<file path="config.mk">
export PLATFORM = sky130hd
export DESIGN_NAME = xbus_strobe_gen
export DESIGN_NICKNAME = d
export VERILOG_FILES = /design/src/rtl/xbus_strobe_gen.sv
export SDC_FILE = /design/constraint.sdc
export NUM_CORES = 1
export LEC_CHECK = 0
export BUFFER_PORTS_ARGS = -buffer_cell sky130_fd_sc_hd__buf_2
export CAP_MARGIN = 20
export CORE_MARGIN = 2
export CORE_UTILIZATION = 30
export DETAILED_ROUTE_END_ITERATION = 6
export GPL_ROUTABILITY_DRIVEN = 0
export PLACE_DENSITY = 0.53
export RECOVER_POWER = 100
export SYNTH_ARGS = -nofsm -noshare
export SYNTH_HDL_FRONTEND = slang
export SYNTH_SLANG_ARGS = --single-unit
export TNS_END_PERCENT = 20
</file>
<file path="constraint.sdc">
create_clock -name clk -period 3.9 [get_ports clk]
set_input_delay 0.78 -clock clk [delete_from_list [all_inputs] [get_ports clk]]
set_output_delay 0.78 -clock clk [all_outputs]
set_load 0.005 [all_outputs]
</file>
<file path="src/rtl/xbus_strobe_gen.sv">
module xbus_strobe_gen (
  input  logic clk,
  input  logic rst_n,
  input  logic ext_code,
  input  logic xdata_req,
  input  logic ale_off,
  output logic ale,
  output logic psen_n
);

  localparam int CYC_LEN = 12;
  localparam int PH_W    = $clog2(CYC_LEN);
  localparam int HALF    = CYC_LEN / 2;
  localparam int ALE_W   = 2;
  localparam int RD_W    = 3;

  logic [PH_W-1:0] phase;
  logic ext_q, off_q, dcyc_q, pend_q;
  logic last, ale_early, ale_late, rd_slot, ale_nxt, rd_nxt;

  assign last      = (phase == PH_W'(CYC_LEN - 1));
  assign ale_early = (phase < PH_W'(ALE_W));
  assign ale_late  = (phase >= PH_W'(HALF)) && (phase < PH_W'(HALF + ALE_W));
  assign rd_slot   = ((phase >= PH_W'(ALE_W)) && (phase < PH_W'(ALE_W + RD_W))) ||
                     ((phase >= PH_W'(HALF + ALE_W)) && (phase < PH_W'(HALF + ALE_W + RD_W)));

  assign ale_nxt = (ale_early && !dcyc_q && !off_q) || (ale_late && (dcyc_q || !off_q));
  assign rd_nxt  = rd_slot && ext_q && !dcyc_q;

  always_ff @(posedge clk or negedge rst_n) begin
    if (!rst_n) begin
      phase  <= '0;
      ext_q  <= 1'b0;
      off_q  <= 1'b0;
      dcyc_q <= 1'b0;
      pend_q <= 1'b0;
    end else begin
      phase <= last ? '0 : phase + 1'b1;
      if (last) begin
        ext_q  <= ext_code;
        off_q  <= ale_off;
        dcyc_q <= pend_q | xdata_req;
        pend_q <= 1'b0;
      end else if (xdata_req) begin
        pend_q <= 1'b1;
      end
    end
  end

  always_ff @(posedge clk or negedge rst_n) begin
    if (!rst_n) begin
      ale    <= 1'b0;
      psen_n <= 1'b1;
    end else begin
      ale    <= ale_nxt;
      psen_n <= !rd_nxt;
    end
  end

  // phase counter stays inside one machine cycle
  a_r3_phase_range: assert property (@(posedge clk) disable iff (!rst_n)
    phase < PH_W'(CYC_LEN));

  // strobes never overlap
  a_r9_no_overlap: assert property (@(posedge clk) disable iff (!rst_n)
    !(ale && !psen_n));

  // latch pulse is two periods wide
  a_r9_ale_width: assert property (@(posedge clk) disable iff (!rst_n)
    $rose(ale) |=> ale ##1 !ale);

  // read pulse is three periods wide
  a_r9_rd_width: assert property (@(posedge clk) disable iff (!rst_n)
    $fell(psen_n) |=> !psen_n ##1 !psen_n ##1 psen_n);

  // no read strobe in a data cycle
  a_r6_data_no_rd: assert property (@(posedge clk) disable iff (!rst_n)
    dcyc_q |-> psen_n);

  // no read strobe while running internal code
  a_r7_int_no_rd: assert property (@(posedge clk) disable iff (!rst_n)
    !ext_q |-> psen_n);

  // disabled latch strobe stays low outside data cycles
  a_r8_off_quiet: assert property (@(posedge clk) disable iff (!rst_n)
    (off_q && !dcyc_q) |-> !ale);

  // a data cycle never starts with a latch pulse
  a_r4_drop_first: assert property (@(posedge clk) disable iff (!rst_n)
    (dcyc_q && phase == PH_W'(1)) |-> !ale);

endmodule

</file>
==> flow_summary.json, run 1 <==
{
  "status": "finished, final reports clean",
  "slew_headroom_pct": 65.0,
  "p_per_area_mw_per_mm2": 387,
  "synth_area_sq_um": 459,
  "mostFrequentLayoutCells": "dfrtp_1, buf_2, inv_1, nor2_1",
  "dp_hpwl_um": 523,
  "yosysWarningCount": 0,
  "port_buffers": 6,
  "cts_buffers": 3,
  "worstHoldStart": "ext_q$_DFFE_PN0P_",
  "timing.rr.end": "ext_q$_DFFE_PN0P_",
  "clock-root-buffer": "clkbuf_4",
  "r2r_cells": 4,
  "path_buf_inv": 1,
  "maxCapViolations": 0,
  "setup_viol": 0,
  "fmax_mhz": 605,
  "ir_worst_vdd_uv": 185,
  "core_sq_mm": 0.00147,
  "fin_skew_ns": 0.00563,
  "seq_area_sq_um": 251,
  "grt_max_degree": 11,
  "cp-end-kind": "output pin",
  "synth-seq-area-share_pct": 54.8,
  "cts_tree": "built",
  "drive_above_1_share_pct": 25.5,
  "leakagePower_nw": 0.237,
  "min_path_cells": 1,
  "antenna_found_initial": 0,
  "slowest_delay_ns": 0.51,
  "start_util_pct": 31.2,
  "critPathSlowestCell": "dfstp_2",
  "ys_types": 17,
  "grt_pass1_vias": 263,
  "rsz0062_at_grt": "no",
  "post_cts_buffers": 0,
  "dr.pass1.iters": 2,
  "htree_levels": 1,
  "wl_um": 680,
  "netlist_instances": 37,
  "syn_to_final_growth_pct": 13.9,
  "dr_total_vias": 287,
  "row_count": 14,
  "final_common_cell": "dfrtp_1",
  "tns_ns": 0,
  "ff2ff_setup_slack_ns": 2.32,
  "grt_first_pass_wirelength_um": 1130,
  "finalCritPeriodShare_pct": 42.4,
  "grt_remaining_overflow": 0,
  "final_area_sq_um": 523,
  "multi_input_area_sq_um": 171,
  "vias_per_cell": 4.56,
  "wire_per_inst_um": 10.8,
  "tightest_slew_ns": 0.525,
  "cts.reportedPaths.clkPinSlew_ns": 0.07,
  "ant_nets": 0,
  "diodes": 0,
  "min_to": "psen_n$_DFF_PN1_",
  "startpoint_type": "register",
  "hold_buffers": 0,
  "die_w_um": 43.1,
  "dr.first_iter.drc_count": 4,
  "ys_seq_elements": 10,
  "syn-num-nets": 45,
  "path_max_fanout": 1,
  "cp_top_family": "flip-flops",
  "cp.required_ns": 3.12,
  "cp-startpoint": "psen_n$_DFF_PN1_",
  "fillers": 173,
  "r2r-start": "phase[1]$_DFF_PN0_",
  "period_needed_ns": 1.65,
  "syn_avg_cell_area_sq_um": 12.4,
  "finalMaxSlewViolations": 0,
  "num_io_pins": 7,
  "hold_viol": 0,
  "cts_max_path_buffers": 2,
  "drc": 0,
  "grtUsageTotal_pct": 8.84,
  "hold_class": "register to register",
  "nets": 56,
  "cts_resized": 0,
  "clkLatencyLatePin_ns": 0.26,
  "crit_chain": "buf_2",
  "die_area_sq_mm": 0.00186,
  "critPathKind": "register to output pin",
  "numClockSinks": 10,
  "place_area_sq_um": 509,
  "die_h_um": 43.1,
  "arrival_ns": 0.87
}
[synthesized netlist by cell type]
cell type  number  area [sq um]
dfrtp_1         9           225
inv_1           4          15.0
ha_1            3          37.5
nand3_1         3          15.0
nor2_1          3          11.3
mux2_4          2          30.0
mux2i_1         2          20.0
o21ai_0         2          10.0
a2111oi_2       1          15.0
a21oi_1         1          5.00
dfstp_2         1          26.3
nand2_1         1          3.75
nand2b_1        1          6.26
nand2b_4        1          13.8
nor2_4          1          11.3
nor3b_1         1          7.51
o22ai_1         1          6.26
[sequential cells by signal (all words and copies together) (netlist names)]
signal / count
pend_q: 1
ale: 1
ext_q: 1
psen_n: 1
off_q: 1
phase: 4
dcyc_q: 1
[through the flow]
step	hold WS, ns	setup WS [ns]	std cells	power, mW	utilization, %
6_report	0.432	2.25	63	0.202	35.5
5_1_grt	0.460	2.18	63	0.213	35.5
4_1_cts	0.358	2.23	63	0.208	37.1
3_5_place_dp	0.435	2.51	59	0.114	34.6
3_3_place_gp	0.430	2.54	59	0.114	34.6
2_1_floorplan	0.400	2.62	37	0.110	-
[power breakdown]
group          internal (mW)  total [mW]  switching (mW)
Sequential             0.105       0.106        0.000660
Clock                 0.0567      0.0914          0.0347
Combinational        0.00212     0.00497         0.00286
[cells by family (layout without fill, tap and decap cells)]
kind of cell    count (synthesis)  after routing  share of synthesized area (%)
flops                          10             10                           54.8
fa+ha+maj                       3              3                           8.18
mux                             4              4                           10.9
compound gates                  5              5                           7.90
buf+inv                         4             14                           3.27
simple gates                   11             11                           15.0
[how the worst max path moves through the flow]
stage	end	cells past startpoint	slack, ns
final	psen_n	1	2.25
after global placement	psen_n	1	2.54
after CTS	psen_n	1	2.23
after detailed placement	off_q$_DFFE_PN0P_	4	2.51
after global routing	ext_q$_DFFE_PN0P_	4	2.18
after floorplan	psen_n	0	2.62
[cell type report]
class / count / share of cell area, %
sequential: 10 / 48.1
multi-input combinational: 23 / 32.8
clock buffer: 4 / 6.94
timing repair buffer: 6 / 5.50
tap: 16 / 3.83
inverter: 4 / 2.87
[metal layers]
layer  vias up  track usage, %  wire (um)
li1        146               -          -
met5         -               0          0
met2         9            13.1        314
met3         0            6.38         55
met4         0            1.82          0
met1       132            10.3        310
Power figures use the tool's default switching activity.
==> inputs of run 2 (changes only) <==
==> constraint.sdc (replaced) <==
create_clock -name clk -period 1.6 [get_ports clk]
set_input_delay 0.32 -clock clk [delete_from_list [all_inputs] [get_ports clk]]
set_output_delay 0.32 -clock clk [all_outputs]
set_load 0.005 [all_outputs]
==> flow_summary.json, run 2 (synthesized netlist as in run 1, its figures left out) <==
{
  "critPathKind": "register to register",
  "final_area_sq_um": 547,
  "setup_viol": 0,
  "die_w_um": 43.1,
  "hold_viol": 0,
  "cts_buffers": 3,
  "power_frac_comb_pct": 2.8,
  "period_needed_ns": 1.34,
  "final_common_cell": "dfrtp_1",
  "r2r_cells": 4,
  "seq_area_sq_um": 251,
  "min_to": "ext_q$_DFFE_PN0P_",
  "vias_per_cell": 4.56,
  "worstHoldStart": "ext_code",
  "slew_headroom_pct": 64.6,
  "start_util_pct": 31.2,
  "grtUsageTotal_pct": 9.12,
  "tightest_slew_ns": 0.531,
  "grt_pass1_vias": 269,
  "cts.reportedPaths.clkPinSlew_ns": 0.07,
  "cp.required_ns": 1.75,
  "ant_nets": 0,
  "clock-root-buffer": "clkbuf_4",
  "mostFrequentLayoutCells": "dfrtp_1, buf_2, inv_1",
  "htree_levels": 1,
  "rsz0062_at_grt": "no",
  "utilization_pct": 37.2,
  "drive_above_1_share_pct": 27.1,
  "dr.first_iter.drc_count": 3,
  "min_path_cells": 2,
  "cp-end-kind": "register",
  "die_h_um": 43.1,
  "wire_per_inst_um": 10.1,
  "num_io_pins": 7,
  "multi_input_area_sq_um": 185,
  "tns_ns": 0,
  "finalMaxSlewViolations": 0,
  "dr_total_vias": 292,
  "timing.rr.end": "off_q$_DFFE_PN0P_",
  "top_register": "phase",
  "nets": 57,
  "row_count": 14,
  "power.share.clock_pct": 44.7,
  "cts_max_path_buffers": 2,
  "maxCapViolations": 0,
  "largest_reg_flops": 4,
  "hold_class": "input pin to register",
  "fillers": 164,
  "path_max_fanout": 6,
  "die_area_sq_mm": 0.00186,
  "numClockSinks": 10,
  "finalCritPeriodShare_pct": 84.0,
  "dp_hpwl_um": 509,
  "leakagePower_nw": 0.243,
  "grt_first_pass_wirelength_um": 1170,
  "drc": 0,
  "p_int_mw": 0.401,
  "antenna_found_initial": 0,
  "cts_tree": "built",
  "grt_max_degree": 11,
  "status": "finished, final reports clean",
  "diodes": 0,
  "core_sq_mm": 0.00147,
  "design_power_total_mw": 0.493,
  "fmax_mhz": 744,
  "grt_remaining_overflow": 0,
  "dpl_worst_slack_ns": 0.258,
  "startpoint_type": "register",
  "wl_um": 644,
  "port_buffers": 6,
  "place_area_sq_um": 509,
  "fin_skew_ns": 0.00457,
  "switching_share_pct": 18.6,
  "worst_slack_ns": 0.257,
  "dr.pass1.iters": 4,
  "r2r-start": "phase[1]$_DFF_PN0_",
  "syn_to_final_growth_pct": 19.1,
  "ff2ff_setup_slack_ns": 0.26,
  "p_per_area_mw_per_mm2": 901,
  "ir_worst_vdd_uv": 567,
  "pwr-share-seq_pct": 52.5,
  "arrival_ns": 1.49,
  "switching_power_mw": 0.0914,
  "clkLatencyLatePin_ns": 0.26
}
-- run 2: cell count changes in the layout (fill, tap and decap cells not counted), sizes merged --
cell         change
dlygate4sd3      +1
-- run 2: stage by stage --
| stage | std cells | hold WS, ns |
|---|---|---|
| 3_3_place_gp | 59 | 0.191 |
| 4_1_cts | 64 | 0.283 |
| 2_1_floorplan | 37 | 0.0244 |
| 3_5_place_dp | 59 | 0.193 |
| 5_1_grt | 64 | 0.281 |
| 6_report | 64 | 0.269 |
-- run 2: critical path, cell delays in order (launching register included) --
cell and delay, ns:
dfrtp_1 0.42, ha_1 0.21, inv_1 0.08, nor2_4 0.18, mux2_1 0.33
-- run 2: cell type report --
class                           instances  share of cell area (%)
Multi-Input combinational cell         23                    33.9
Sequential cell                        10                    46.0
Tap cell                               16                    3.66
Inverter                                4                    2.75
Clock buffer                            4                    6.64
Timing Repair Buffer                    7                    7.09
-- run 2: power by group through the flow --
stage	registers (mW)	logic (mW)	clock network, mW
after CTS	0.259	0.0173	0.230
final	0.258	0.0137	0.220
after floorplan	0.263	0.00499	0
after global placement	0.264	0.0153	0
after global routing	0.259	0.0169	0.243
after detailed placement	0.263	0.0152	0
-- run 2: repair_timing --
item | CTS | global route
endpoints found under the hold margin | 9 | 0
hold buffers | 1 | 0
gates resized for setup | 0 | 0
buffers inserted | 0 | 0
-- run 2: how the worst max path moves through the flow --
stage                             startpoint                end  slack, ns  depth (start not counted)
final                     phase[1]$_DFF_PN0_  off_q$_DFFE_PN0P_       0.26                          4
after global routing      phase[1]$_DFF_PN0_  off_q$_DFFE_PN0P_       0.16                          4
after floorplan           phase[1]$_DFF_PN0_  ext_q$_DFFE_PN0P_       0.35                          4
after CTS                 phase[1]$_DFF_PN0_  off_q$_DFFE_PN0P_       0.25                          4
after global placement    phase[1]$_DFF_PN0_  ext_q$_DFFE_PN0P_       0.28                          4
after detailed placement  phase[1]$_DFF_PN0_  ext_q$_DFFE_PN0P_       0.26                          4
-- run 2: per-layer routing --
layer  up-vias  GRT usage, %  wire length (um)
met2         9          11.6               291
met1       131          11.7               301
met5         -             0                 0
met4         0          1.82                 0
li1        152             -                 -
met3         0          7.66                51
==> inputs of run 3 (changes only) <==
==> constraint.sdc (replaced) <==
create_clock -name clk -period 1.3 [get_ports clk]
set_input_delay 0.26 -clock clk [delete_from_list [all_inputs] [get_ports clk]]
set_output_delay 0.26 -clock clk [all_outputs]
set_load 0.005 [all_outputs]
==> flow_summary.json, run 3 (synthesized netlist as in run 1, its figures left out) <==
{
  "status": "finished, final reports clean",
  "cts_max_path_buffers": 2,
  "die_w_um": 43.1,
  "hold_viol": 0,
  "critPathSlowestCell": "dfrtp_1",
  "final_common_cell": "dfrtp_1",
  "core_sq_mm": 0.00147,
  "worst_slack_ns": 0.0737,
  "highest_layer": "met3",
  "nets": 61,
  "dr_total_vias": 305,
  "path_buf_inv": 1,
  "diodes": 0,
  "period_needed_ns": 1.23,
  "arrival_ns": 1.38,
  "drive_above_1_share_pct": 32.7,
  "die_area_sq_mm": 0.00186,
  "startpoint_type": "register",
  "ff2ff_setup_slack_ns": 0.07,
  "fillers": 153,
  "finalCritPeriodShare_pct": 94.3,
  "clock-root-buffer": "clkbuf_4",
  "crit_chain": "ha_1 > inv_1 > nor2_4 > mux2_4",
  "start_util_pct": 31.2,
  "fin_skew_ns": 0.00711,
  "numClockSinks": 10,
  "wl_um": 707,
  "num_io_pins": 7,
  "cp_top_family": "flip-flops",
  "cts_buffers": 3,
  "tns_ns": 0,
  "cts_tree": "built",
  "wl_met3_um": 62,
  "r2r-start": "phase[0]$_DFF_PN0_",
  "vias_per_cell": 4.49,
  "dp_hpwl_um": 570,
  "maxCapViolations": 0,
  "htree_levels": 1,
  "post_cts_buffers": 0,
  "tightest_slew_ns": 0.531,
  "setup_viol": 0,
  "dpl_worst_slack_ns": 0.0538,
  "r2r_cells": 4,
  "largest_reg_flops": 4,
  "wire_per_inst_um": 10.4,
  "hold_class": "input pin to register",
  "grt_first_pass_wirelength_um": 1280,
  "path_max_fanout": 4,
  "leakagePower_nw": 0.265,
  "rsz0062_at_grt": "no",
  "cp-end-kind": "register",
  "cts.reportedPaths.clkPinSlew_ns": 0.07,
  "slowest_delay_ns": 0.38,
  "timing.rr.end": "ext_q$_DFFE_PN0P_",
  "grt_pass1_vias": 304,
  "grtUsageTotal_pct": 10.0,
  "top_register": "phase",
  "cp-startpoint": "phase[0]$_DFF_PN0_",
  "place_area_sq_um": 539,
  "syn_to_final_growth_pct": 25.9,
  "utilization_pct": 39.3,
  "clkLatencyLatePin_ns": 0.27,
  "critPathCapture": "ext_q$_DFFE_PN0P_",
  "wl_met1_um": 314,
  "row_count": 14,
  "p_per_area_mw_per_mm2": 1060,
  "mostFrequentLayoutCells": "dfrtp_1, inv_1, buf_2, buf_4",
  "ant_nets": 0,
  "drc": 0,
  "antenna_found_initial": 0,
  "fmax_mhz": 815,
  "ir_worst_vdd_uv": 581,
  "critPathKind": "register to register",
  "cp.required_ns": 1.45,
  "crit_cells": 4,
  "port_buffers": 6,
  "final_area_sq_um": 578,
  "dr_wl_met2_um": 330,
  "grt_remaining_overflow": 0,
  "die_h_um": 43.1,
  "dr.pass1.iters": 4,
  "finalMaxSlewViolations": 0,
  "dr.first_iter.drc_count": 2,
  "slew_headroom_pct": 64.6,
  "grt_max_degree": 11
}
[run 3: worst min path at each step]
stage | slack (ns) | start | to | cells after the start
floorplan | -0.04 | rst_n | ale$_DFF_PN0_ | 0
global placement | 0.13 | rst_n | ale$_DFF_PN0_ | 1
detailed placement | 0.13 | rst_n | dcyc_q$_DFFE_PN0P_ | 1
CTS | 0.22 | xdata_req | pend_q$_DFFE_PN0P_ | 3
global route | 0.22 | ale_off | off_q$_DFFE_PN0P_ | 2
finish | 0.22 | xdata_req | pend_q$_DFFE_PN0P_ | 3
[run 3: power breakdown]
| group | leakage, nW | total, mW | switching [mW] | internal, mW |
|---|---|---|---|---|
| logic | 0.124 | 0.0197 | 0.00930 | 0.0105 |
| clock network | 0.0210 | 0.275 | 0.105 | 0.170 |
| registers | 0.120 | 0.318 | 0.00231 | 0.316 |
[run 3: routing by layer]
layer | GRT usage (%) | vias to the layer above
met4 | 3.64 | 0
met3 | 7.66 | 0
met2 | 14.3 | 8
li1 | - | 155
met5 | 0 | -
met1 | 11.2 | 142
[run 3: timing repair]
item	CTS	global route
hold buffers	1	0
gates resized for setup	0	0
hold endpoints to repair	9	0
endpoints found under the setup margin	0	2
[run 3: worst register-to-register path: stages, from the launching register on]
cell and delay, ns:
dfrtp_1 0.38, ha_1 0.20, inv_1 0.09, nor2_4 0.15
mux2_4 0.31
[run 3: per-stage QoR]
stage                     power, mW  instances  hold WS, ns
after floorplan               0.330         37      -0.0356
after global placement        0.343         63        0.130
after detailed placement      0.343         63        0.131
after CTS                     0.626         68        0.218
after global routing          0.637         68        0.218
final                         0.613         68        0.224
[run 3: final cells by class]
class	instances	area, sq um	area share (%)
multi-input cells	23	188	32.5
clock buffers	4	36.3	6.28
well taps	16	20.0	3.46
flip-flops and latches	10	251	43.5
repair buffers	11	67.6	11.7
inverters	4	15.0	2.60
